==> config.mk <==
export PLATFORM = sky130hd
export DESIGN_NAME = rxd_ring_ctrl
export DESIGN_NICKNAME = d
export VERILOG_FILES = /design/src/rtl/rxd_pkg.sv /design/src/rtl/rxd_ptr_regs.sv /design/src/rtl/rxd_seq.sv /design/src/rtl/rxd_ring_ctrl.sv
export SDC_FILE = /design/constraint.sdc
export NUM_CORES = 1
export LEC_CHECK = 0
export BUFFER_PORTS_ARGS = -buffer_cell sky130_fd_sc_hd__buf_2
export CORE_MARGIN = 1
export CORE_UTILIZATION = 30
export CTS_CLUSTER_DIAMETER = 30
export CTS_CLUSTER_SIZE = 20
export DETAILED_ROUTE_END_ITERATION = 6
export SLEW_MARGIN = 20
export SYNTH_ARGS = -nofsm -noshare
export SYNTH_HDL_FRONTEND = slang
export SYNTH_SLANG_ARGS = --single-unit
==> constraint.sdc <==
create_clock -name clk -period 3.1 [get_ports clk]
set_input_delay 0.31 -clock clk [delete_from_list [all_inputs] [get_ports clk]]
set_output_delay 0.31 -clock clk [all_outputs]
set_load 0.005 [all_outputs]
==> src/rtl/rxd_pkg.sv <==
package rxd_pkg;

  localparam int WORD_W   = 32;
  localparam int LEN_W    = 11;
  localparam int FLAG_W   = 13;

  // word 0 bit positions (decoded by software, so fixed)
  localparam int EN_BIT   = 11;
  localparam int WR_BIT   = 12;
  localparam int IE_BIT   = 13;
  localparam int FLAG_LSB = 14;

  typedef enum logic [2:0] {
    S_IDLE,
    S_RD0,
    S_RD1,
    S_READY,
    S_WB,
    S_PARK
  } seq_st_e;

  // status word returned to software: ownership bit cleared
  function automatic logic [WORD_W-1:0] pack_status(
    input logic [LEN_W-1:0]  len,
    input logic [FLAG_W-1:0] flg,
    input logic              ie,
    input logic              wr
  );
    logic [WORD_W-1:0] w;
    w                     = '0;
    w[LEN_W-1:0]          = len;
    w[EN_BIT]             = 1'b0;
    w[WR_BIT]             = wr;
    w[IE_BIT]             = ie;
    w[FLAG_LSB +: FLAG_W] = flg;
    return w;
  endfunction

endpackage

==> src/rtl/rxd_ptr_regs.sv <==
module rxd_ptr_regs
  import rxd_pkg::*;
#(
  parameter  int TBL_LOG2  = 10,
  parameter  int DESC_LOG2 = 3,
  localparam int IDX_W     = TBL_LOG2 - DESC_LOG2,
  localparam int BASE_W    = WORD_W - TBL_LOG2
) (
  input  logic              clk,
  input  logic              rst,
  input  logic              wr_en,
  input  logic              sel_ptr,
  input  logic [WORD_W-1:0] wdata,
  input  logic              ptr_allow,
  input  logic              adv,
  input  logic              wrap_req,
  output logic [WORD_W-1:0] rdata,
  output logic              rx_en,
  output logic              irq_en,
  output logic              ptr_valid,
  output logic [BASE_W-1:0] base,
  output logic [IDX_W-1:0]  idx,
  output logic              kick
);

  localparam logic [IDX_W-1:0] IDX_LAST = {IDX_W{1'b1}};

  logic ptr_wr;
  logic ctl_wr;

  assign ptr_wr = wr_en && sel_ptr && ptr_allow;
  assign ctl_wr = wr_en && !sel_ptr;
  assign kick   = ptr_wr || (ctl_wr && wdata[0]);

  always_ff @(posedge clk) begin
    if (rst) begin
      rx_en     <= 1'b0;
      irq_en    <= 1'b0;
      ptr_valid <= 1'b0;
      base      <= '0;
      idx       <= '0;
      rdata     <= '0;
    end else begin
      if (ctl_wr) begin
        rx_en  <= wdata[0];
        irq_en <= wdata[1];
      end
      if (ptr_wr) begin
        base      <= wdata[WORD_W-1:TBL_LOG2];
        idx       <= wdata[TBL_LOG2-1:DESC_LOG2];
        ptr_valid <= 1'b1;
      end else if (adv) begin
        idx <= (wrap_req || idx == IDX_LAST) ? '0 : idx + IDX_W'(1);
      end
      rdata <= sel_ptr ? {base, idx, {DESC_LOG2{1'b0}}}
                       : {{(WORD_W-2){1'b0}}, irq_en, rx_en};
    end
  end

endmodule

==> src/rtl/rxd_seq.sv <==
module rxd_seq
  import rxd_pkg::*;
#(
  parameter  int TBL_LOG2  = 10,
  parameter  int DESC_LOG2 = 3,
  localparam int IDX_W     = TBL_LOG2 - DESC_LOG2,
  localparam int BASE_W    = WORD_W - TBL_LOG2
) (
  input  logic              clk,
  input  logic              rst,
  input  logic              rx_en,
  input  logic              irq_en,
  input  logic              ptr_valid,
  input  logic              kick,
  input  logic [BASE_W-1:0] base,
  input  logic [IDX_W-1:0]  idx,
  input  logic              mem_ack,
  input  logic [WORD_W-1:0] mem_rdata,
  input  logic              frm_done,
  input  logic [LEN_W-1:0]  frm_len,
  input  logic [FLAG_W-1:0] frm_flags,
  output logic              mem_req,
  output logic              mem_we,
  output logic [WORD_W-1:0] mem_addr,
  output logic [WORD_W-1:0] mem_wdata,
  output logic              buf_valid,
  output logic [WORD_W-1:0] buf_addr,
  output logic              adv,
  output logic              wrap_req,
  output logic              ptr_allow,
  output logic              irq
);

  seq_st_e           st;
  logic              wr_q;
  logic              ie_q;
  logic [LEN_W-1:0]  len_q;
  logic [FLAG_W-1:0] flg_q;
  logic [WORD_W-1:0] desc_addr;

  always_ff @(posedge clk) begin
    if (rst) begin
      st       <= S_IDLE;
      wr_q     <= 1'b0;
      ie_q     <= 1'b0;
      len_q    <= '0;
      flg_q    <= '0;
      buf_addr <= '0;
      irq      <= 1'b0;
    end else begin
      irq <= 1'b0;
      unique case (st)
        S_IDLE:  if (rx_en && ptr_valid) st <= S_RD0;
        S_RD0:   if (mem_ack) begin
                   wr_q <= mem_rdata[WR_BIT];
                   ie_q <= mem_rdata[IE_BIT];
                   st   <= mem_rdata[EN_BIT] ? S_RD1 : S_PARK;
                 end
        S_RD1:   if (mem_ack) begin
                   buf_addr <= mem_rdata;
                   st       <= S_READY;
                 end
        S_READY: if (frm_done) begin
                   len_q <= frm_len;
                   flg_q <= frm_flags;
                   st    <= S_WB;
                 end
        S_WB:    if (mem_ack) begin
                   irq <= ie_q && irq_en;
                   st  <= S_IDLE;
                 end
        S_PARK:  if (kick) st <= S_IDLE;
        default: st <= S_IDLE;
      endcase
    end
  end

  // bus signals are decoded straight from registered state
  assign desc_addr = {base, idx, {DESC_LOG2{1'b0}}};
  assign mem_req   = (st == S_RD0) || (st == S_RD1) || (st == S_WB);
  assign mem_we    = (st == S_WB);
  assign mem_addr  = (st == S_RD1) ? desc_addr + WORD_W'(4) : desc_addr;
  assign mem_wdata = pack_status(len_q, flg_q, ie_q, wr_q);
  assign buf_valid = (st == S_READY);
  assign adv       = (st == S_WB) && mem_ack;
  assign wrap_req  = wr_q;
  assign ptr_allow = (st == S_IDLE) || (st == S_PARK);

endmodule

==> src/rtl/rxd_ring_ctrl.sv <==
module rxd_ring_ctrl
  import rxd_pkg::*;
#(
  parameter  int TBL_LOG2  = 10,
  parameter  int DESC_LOG2 = 3,
  localparam int IDX_W     = TBL_LOG2 - DESC_LOG2,
  localparam int BASE_W    = WORD_W - TBL_LOG2
) (
  input  logic              clk,
  input  logic              rst,
  input  logic              reg_wr,
  input  logic              reg_sel_ptr,
  input  logic [WORD_W-1:0] reg_wdata,
  output logic [WORD_W-1:0] reg_rdata,
  output logic              mem_req,
  output logic              mem_we,
  output logic [WORD_W-1:0] mem_addr,
  output logic [WORD_W-1:0] mem_wdata,
  input  logic              mem_ack,
  input  logic [WORD_W-1:0] mem_rdata,
  output logic              buf_valid,
  output logic [WORD_W-1:0] buf_addr,
  input  logic              frm_done,
  input  logic [LEN_W-1:0]  frm_len,
  input  logic [FLAG_W-1:0] frm_flags,
  output logic              rx_irq
);

  logic              ctl_rx_en;
  logic              ctl_irq_en;
  logic              ptr_valid;
  logic              kick;
  logic              adv;
  logic              wrap_req;
  logic              ptr_allow;
  logic [BASE_W-1:0] base;
  logic [IDX_W-1:0]  idx;

  rxd_ptr_regs #(
    .TBL_LOG2 (TBL_LOG2),
    .DESC_LOG2(DESC_LOG2)
  ) u_regs (
    .clk      (clk),
    .rst      (rst),
    .wr_en    (reg_wr),
    .sel_ptr  (reg_sel_ptr),
    .wdata    (reg_wdata),
    .ptr_allow(ptr_allow),
    .adv      (adv),
    .wrap_req (wrap_req),
    .rdata    (reg_rdata),
    .rx_en    (ctl_rx_en),
    .irq_en   (ctl_irq_en),
    .ptr_valid(ptr_valid),
    .base     (base),
    .idx      (idx),
    .kick     (kick)
  );

  rxd_seq #(
    .TBL_LOG2 (TBL_LOG2),
    .DESC_LOG2(DESC_LOG2)
  ) u_seq (
    .clk      (clk),
    .rst      (rst),
    .rx_en    (ctl_rx_en),
    .irq_en   (ctl_irq_en),
    .ptr_valid(ptr_valid),
    .kick     (kick),
    .base     (base),
    .idx      (idx),
    .mem_ack  (mem_ack),
    .mem_rdata(mem_rdata),
    .frm_done (frm_done),
    .frm_len  (frm_len),
    .frm_flags(frm_flags),
    .mem_req  (mem_req),
    .mem_we   (mem_we),
    .mem_addr (mem_addr),
    .mem_wdata(mem_wdata),
    .buf_valid(buf_valid),
    .buf_addr (buf_addr),
    .adv      (adv),
    .wrap_req (wrap_req),
    .ptr_allow(ptr_allow),
    .irq      (rx_irq)
  );

endmodule

==> results of run 1 <==
[power breakdown]
group          internal [mW]  switching [mW]  total [mW]
Clock                   1.30           0.767        2.07
Sequential              1.63          0.0192        1.65
Combinational         0.0883           0.100       0.189
[flip-flops by register name, indices dropped and copies added, names as in the netlist]
name	flops
u_regs.base	22
u_regs.ptr_valid	1
u_regs.rx_en	1
u_regs.rdata	31
u_regs.idx	7
u_seq.ie_q	1
u_regs.irq_en	1
u_seq.irq	1
u_seq.buf_addr	32
u_seq.flg_q	13
u_seq.wrap_req	1
u_seq.len_q	11
u_seq.st	3
[layout make-up]
| cell class | instances | share of cell area [%] |
|---|---|---|
| flip-flops and latches | 125 | 39.4 |
| multi-input cells | 367 | 28.8 |
| repair buffers | 224 | 18.0 |
| clock buffers | 18 | 6.91 |
| well taps | 184 | 3.62 |
| clock inverters | 14 | 2.89 |
| inverters | 6 | 0.354 |
[per-layer routing]
layer / up-vias / GRT usage, % / wire (um)
met1: 1882 / 19.3 / 5540
met5: - / 0 / 0
li1: 2152 / - / -
met2: 175 / 24.8 / 5540
met3: 9 / 6.29 / 1050
met4: 0 / 5.60 / 82
[cell usage after synthesis, types with 2 or more instances]
cell type / n / share of area (%)
nand2_1: 163 / 13
dfxtp_1: 125 / 55
a21oi_1: 84 / 9.2
and2_1: 32 / 4.4
clkbuf_1: 24 / 2.0
buf_4: 11 / 1.8
buf_2: 10 / 1.1
nor2_1: 9 / 0.74
o21ai_0: 8 / 0.88
inv_1: 6 / 0.49
mux2i_1: 6 / 1.3
nand3_1: 6 / 0.66
a32oi_1: 4 / 0.77
a211oi_1: 3 / 0.49
nand2b_1: 3 / 0.41
nor2b_1: 3 / 0.41
or2_2: 3 / 0.41
nand3b_1: 2 / 0.33
nand4_1: 2 / 0.27
nor3_1: 2 / 0.22
nor3b_1: 2 / 0.33
nor4_1: 2 / 0.27
o211a_1: 2 / 0.44
o32ai_1: 2 / 0.38
xnor2_1: 2 / 0.38
[worst max-delay path by stage]
stage,endpoint,slack [ns],cells after the start
2_1_floorplan,u_regs.idx[6],1.39,5
3_3_place_gp,u_regs.base[4],1.08,5
3_5_place_dp,u_regs.base[7],1.05,5
4_1_cts,buf_valid,1.0,3
5_1_grt,buf_valid,0.87,3
6_report,buf_valid,1.01,3
[cell families (layout without fill, tap and decap cells)]
kind of cell | after synthesis | in the layout
simple gates | 237 | 237
flops | 125 | 125
compound gates | 112 | 112
buf+inv | 52 | 262
mux | 6 | 6
xor+xnor | 2 | 2
fa+ha+maj | 1 | 1
other cells | 1 | 9
[worst max-delay path: stages, from the launching register on]
cell	delay, ns
dfxtp_1	0.74
nor2b_1	0.34
and2_1	0.16
buf_2	0.13
[through the flow]
step	cell area, um^2	utilization [%]	hold WS (ns)	cells
finish	6350	43.2	0.136	938
global route	6350	43.2	0.119	938
CTS	6350	43.2	0.114	938
detailed placement	5730	39.0	0.443	906
global placement	5730	39.0	0.439	906
floorplan	4590	-	0.386	544
==> impl_metrics.ini, run 1 <==
[outcome]
status = finished, violations left
violations = design-rule violations

[sta]
min_period_ns = 2.09
worst_pin_slew_ns = 0.940
slew_violations = 0
setup_viol = 0
rsz0062_at_grt = false
post-route-period-util_pct = 67.3
finalSetupTns_ns = 0
slew_headroom_pct = 37.3
hold_violations = 0
fin_ws_ns = 1.01
max_freq_ghz = 0.479
finalClockSkew_ns = 0.00717

[hold_path]
min_to = u_seq.len_q[1]
whs_path_depth = 3
hold_path.startpoint = frm_len[1]
worstHoldPathType = in -> reg

[setup_path]
regToRegStartpoint = u_seq.st[1]
crit_type = reg -> out
crit_path_end_kind = output port
startpoint_type = flop
reg2reg_depth = 4
required_ns = 2.79
regToRegSetupSlack_ns = 1.05
worstReg2RegEnd = u_regs.idx[6]
critPathLaunch = u_seq.st[1]
cp_max_fo = 22
worstPathArrival_ns = 1.78

[logic_synthesis]
synth_edf_count = 0
synth-simple-area-share_pct = 23.6
synth_compound_area_share_pct = 13.8
syn_inst = 536
synthMuxAreaShare_pct = 1.32
yosys.area_share.xor_xnor_pct = 0.384
synth-seq-cells = 125
synth_seq_area_share_pct = 54.9
synth_ff_type = dfxtp_1
syn-cell-area_um2 = 4560
avgSynthCellArea_um2 = 8.50
synth_cell_type_count = 45
yosys_warnings = 0
synth_adder_area_share_pct = 0.274
async_reset_ff_share_pct = 0
synth_top_family_by_area = simple AND/OR/NAND/NOR gates

[cells_and_area]
multiInputGateArea_um2 = 1830
num_antenna_cells = 0
most-common-layout-cells = 214 x buf_2, 163 x nand2_1, 125 x dfxtp_1, 84 x a21oi_1, 32 x and2_1
regArea_um2 = 2500
layout_commonest_cell = buf_2
nets = 836
drive_above_1_share_pct = 34.6
area_growth_pct = 39.4
fillCellCount = 1504

[die]
die_width_um = 125
num_rows = 44
ios = 226
die_area_um2 = 15700
initial_utilization_pct = 31.0
die_height_um = 125
design.core.area_um2 = 14700

[grt]
grt_overflow = 0
grt_pass1_wl_mm = 19.3
grtUsageTotal_pct = 15.7
antenna_found_initial = 0
grt_pass1_vias = 3873
grt_max_degree = 84

[detailed_routing]
dr.pass1.iters = 7
drc_errors = 19
drt-initial-drc-count = 224
ant_nets = 0
routed_via_density = 4.50
wirelength_mm = 12.2
routedWlPerCell_um = 13.0
vias = 4218

[placed_design]
dp_slack_ns = 1.05
portBuffers = 215
globalplace.congestion = 0.710
dp_hpwl_mm = 8.31

[clock_network]
cts.path.max_buffers = 2
cts_root_buffer = clkbuf_16
ctsResizeCount = 0
cts_tree = built
post_cts_buffers = 0
cts_buffers = 17
clock_latency_ns = 0.41
path_clk_slew_ns = 0.06
clock_sinks = 125
htree_levels = 4
hold_buffers = 0

[power]
ir_drop_mv = 0.517
p_leak_nw = 2.93
power_density_nw_per_um2 = 616
power_mw = 3.91

[run]
cap_violations = 0
Power figures use the tool's default switching activity.
==> inputs of run 2 (changes only) <==
ABC_AREA = 1   (was default)
clock period = 1.7 ns   (was 3.1 ns; I/O delays follow)
==> run 2 against run 1 <==
  * The run now ends clean
  * Critical path depth grew 2
  * Non-clock buffer count increased by 17
  * Utilization rose by 0.20 points
  * Combinational power rose to 6.9 times the previous value
  * Sequential power grew 99%
==> impl_metrics.ini, run 2 <==
[power]
power_frac_comb_pct = 15.9
ir_drop_mv = 0.634
clock_power_share_pct = 44.0
power_mw = 8.17
p_leak_nw = 3.09
intPower_mw = 5.95
seq_power_share_pct = 40.1
power_density_nw_per_um2 = 1240
switchingPower_mw = 2.22
switching_share_pct = 27.1

[placed_design]
dp_hpwl_mm = 8.94
portBuffers = 215
globalplace.congestion = 0.757

[setup_path]
crit_path_end_kind = output port
worstPathArrival_ns = 1.40
regToRegStartpoint = u_seq.st[1]
required_ns = 1.53
startpoint_type = flop
cp_num_cells = 5
worstPathCellList = nor2_4 > nand2_2 > inv_2 > buf_12 > buf_2
crit_type = reg -> out
regToRegSetupSlack_ns = 0.24
reg2reg_depth = 7
cpMaxStageDelayCell = dfxtp_2
cp_max_fo = 17
critPathLaunch = u_seq.st[0]
max_stage_delay_ns = 0.35
worstReg2RegEnd = u_regs.base[18]
path_delay_family = buffers and inverters
path_buf_inv = 3

[grt]
antenna_found_initial = 0
grt_pass1_vias = 4408
grt_overflow = 0
grtUsageTotal_pct = 17.0
grt_max_degree = 51
grt_pass1_wl_mm = 21.3

[cells_and_area]
largest-register = u_seq.buf_addr
layout_commonest_cell = buf_2
drive_above_1_share_pct = 33.9
top_regs = u_seq.buf_addr: 32 flops, u_regs.rdata: 31 flops, u_regs.base: 22 flops
num_antenna_cells = 0
area_growth_pct = 42.1
most-common-layout-cells = 215 x buf_2, 124 x dfxtp_1, 100 x nand2_1, 89 x a21oi_1, 76 x nand3_1
largest_reg_flops = 32
fillCellCount = 1563
nets = 906

[die]
die_height_um = 126
ios = 226
die_area_um2 = 15900
design.core.area_um2 = 15100
die_width_um = 126
initial_utilization_pct = 30.6
num_rows = 45

[clock_network]
clock_sinks = 125
cts_buffers = 17
cts_root_buffer = clkbuf_16
path_clk_slew_ns = 0.06
cts_tree = built
htree_levels = 4
cts.path.max_buffers = 2
clock_latency_ns = 0.41

[logic_synthesis]
synthTopCellsByCount = 125 x dfxtp_1, 102 x nand2_1, 89 x a21oi_1, 76 x nand3_1
async_reset_ff_share_pct = 0
synth_cell_type_count = 24
yosysTopAreaCell = dfxtp_1
yosys_warnings = 0
syn_inst = 592
synth-seq-cells = 125
synth_ff_type = dfxtp_1
avgSynthCellArea_um2 = 7.82
synth_edf_count = 0
syn-cell-area_um2 = 4630
synth_seq_area_share_pct = 54.1
synth_top_area_share_pct = 54.1
yosysMostFrequentCell = dfxtp_1
synth_top_cells_by_area = dfxtp_1 54%, a21oi_1 9.6%, nand2_1 8.3%

[sta]
rsz0062_at_grt = false
finalSetupTns_ns = 0
post-route-period-util_pct = 92.6
min_period_ns = 1.57
slew_headroom_pct = 62.7
worst_pin_slew_ns = 0.559
finalClockSkew_ns = 0.00848
hold_violations = 0
max_freq_ghz = 0.635
setup_viol = 0
slew_violations = 0

[run]
cap_violations = 0

[hold_path]
hold_path.startpoint = mem_rdata[23]
worstHoldPathType = in -> reg
whs_path_depth = 3
min_to = u_seq.buf_addr[23]

[detailed_routing]
wirelength_mm = 13.1
vias = 4582
drc_errors = 0
ant_nets = 0
routedWlPerCell_um = 13.0
routed_via_density = 4.53
dr.pass1.iters = 4
drt-initial-drc-count = 183

[outcome]
status = completed
-- run 2: cell count changes after synthesis, sizes merged, moves of 4 or more --
cell,delta
nand3,+70
nand2,-60
inv,+47
nor2,+44
and2,-32
o21ai,+23
buf,+7
mux2i,-6
a21oi,+5
a32oi,-4
clkbuf,-4
-- run 2: power by group through the flow --
stage	sequential (mW)	combinational (mW)	clock [mW]
after floorplan	3.35	0.702	0
after global placement	3.33	1.26	0
after detailed placement	3.34	1.27	0
after CTS	3.27	1.31	3.68
after global routing	3.31	1.49	3.81
final	3.28	1.30	3.59
-- run 2: what timing repair did --
item                                    in CTS  in global routing
endpoints found under the setup margin       1                  6
resized for setup                            2                  4
pin swaps                                    1                  0
hold endpoints to repair                     2                  0
cloned                                       1                  0
hold buffers                                 2                  0
setup buffers                                0                  0
-- run 2: cell families after synthesis --
group	after synthesis	share of synthesized area, %
xor+xnor	1	0.189
flops	125	54.1
buf+inv	102	9.89
compound gates	122	13.3
other cells	1	0.0810
fa+ha+maj	1	0.270
simple gates	240	22.2
-- run 2: final cells by class --
cell class | instances | area [um^2] | area share [%]
clock buffers | 19 | 453 | 6.89
clock inverters | 13 | 141 | 2.15
inverters | 53 | 199 | 3.03
multi-input cells | 373 | 1710 | 26.1
flip-flops and latches | 125 | 2500 | 38.1
well taps | 188 | 235 | 3.58
repair buffers | 241 | 1330 | 20.2
-- run 2: per-stage QoR --
stage	hold WS [ns]	area, um^2	util, %	setup WS, ns	cells
after detailed placement	0.431	5910	39.0	0.0461	977
after global placement	0.421	5910	39.0	0.0846	977
after global routing	0.00705	6580	43.4	0.0241	1012
after CTS	0.00123	6560	43.3	0.00762	1012
final	0.0235	6580	43.4	0.126	1012
after floorplan	0.249	4660	-	0.354	600
-- run 2: worst min-delay path, stage by stage --
cell	delay, ns
buf_2	0.10
nand3_1	0.07
a21oi_1	0.06
-- run 2: how the worst max path moves through the flow --
| stage | to | slack, ns |
|---|---|---|
| 6_report | mem_addr[2] | 0.13 |
| 2_1_floorplan | u_regs.idx[0] | 0.35 |
| 5_1_grt | mem_addr[2] | 0.02 |
| 4_1_cts | buf_valid | 0.008 |
| 3_3_place_gp | u_regs.base[9] | 0.08 |
| 3_5_place_dp | u_regs.base[19] | 0.05 |
-- run 2: per-layer routing --
layer | up-vias | GRT usage [%] | part of all wire, %
met2 | 169 | 28.3 | 47
met4 | 0 | 6.38 | 1.2
met3 | 13 | 5.90 | 8.1
met1 | 2061 | 20.1 | 44
met5 | - | 0 | 0
li1 | 2339 | - | -
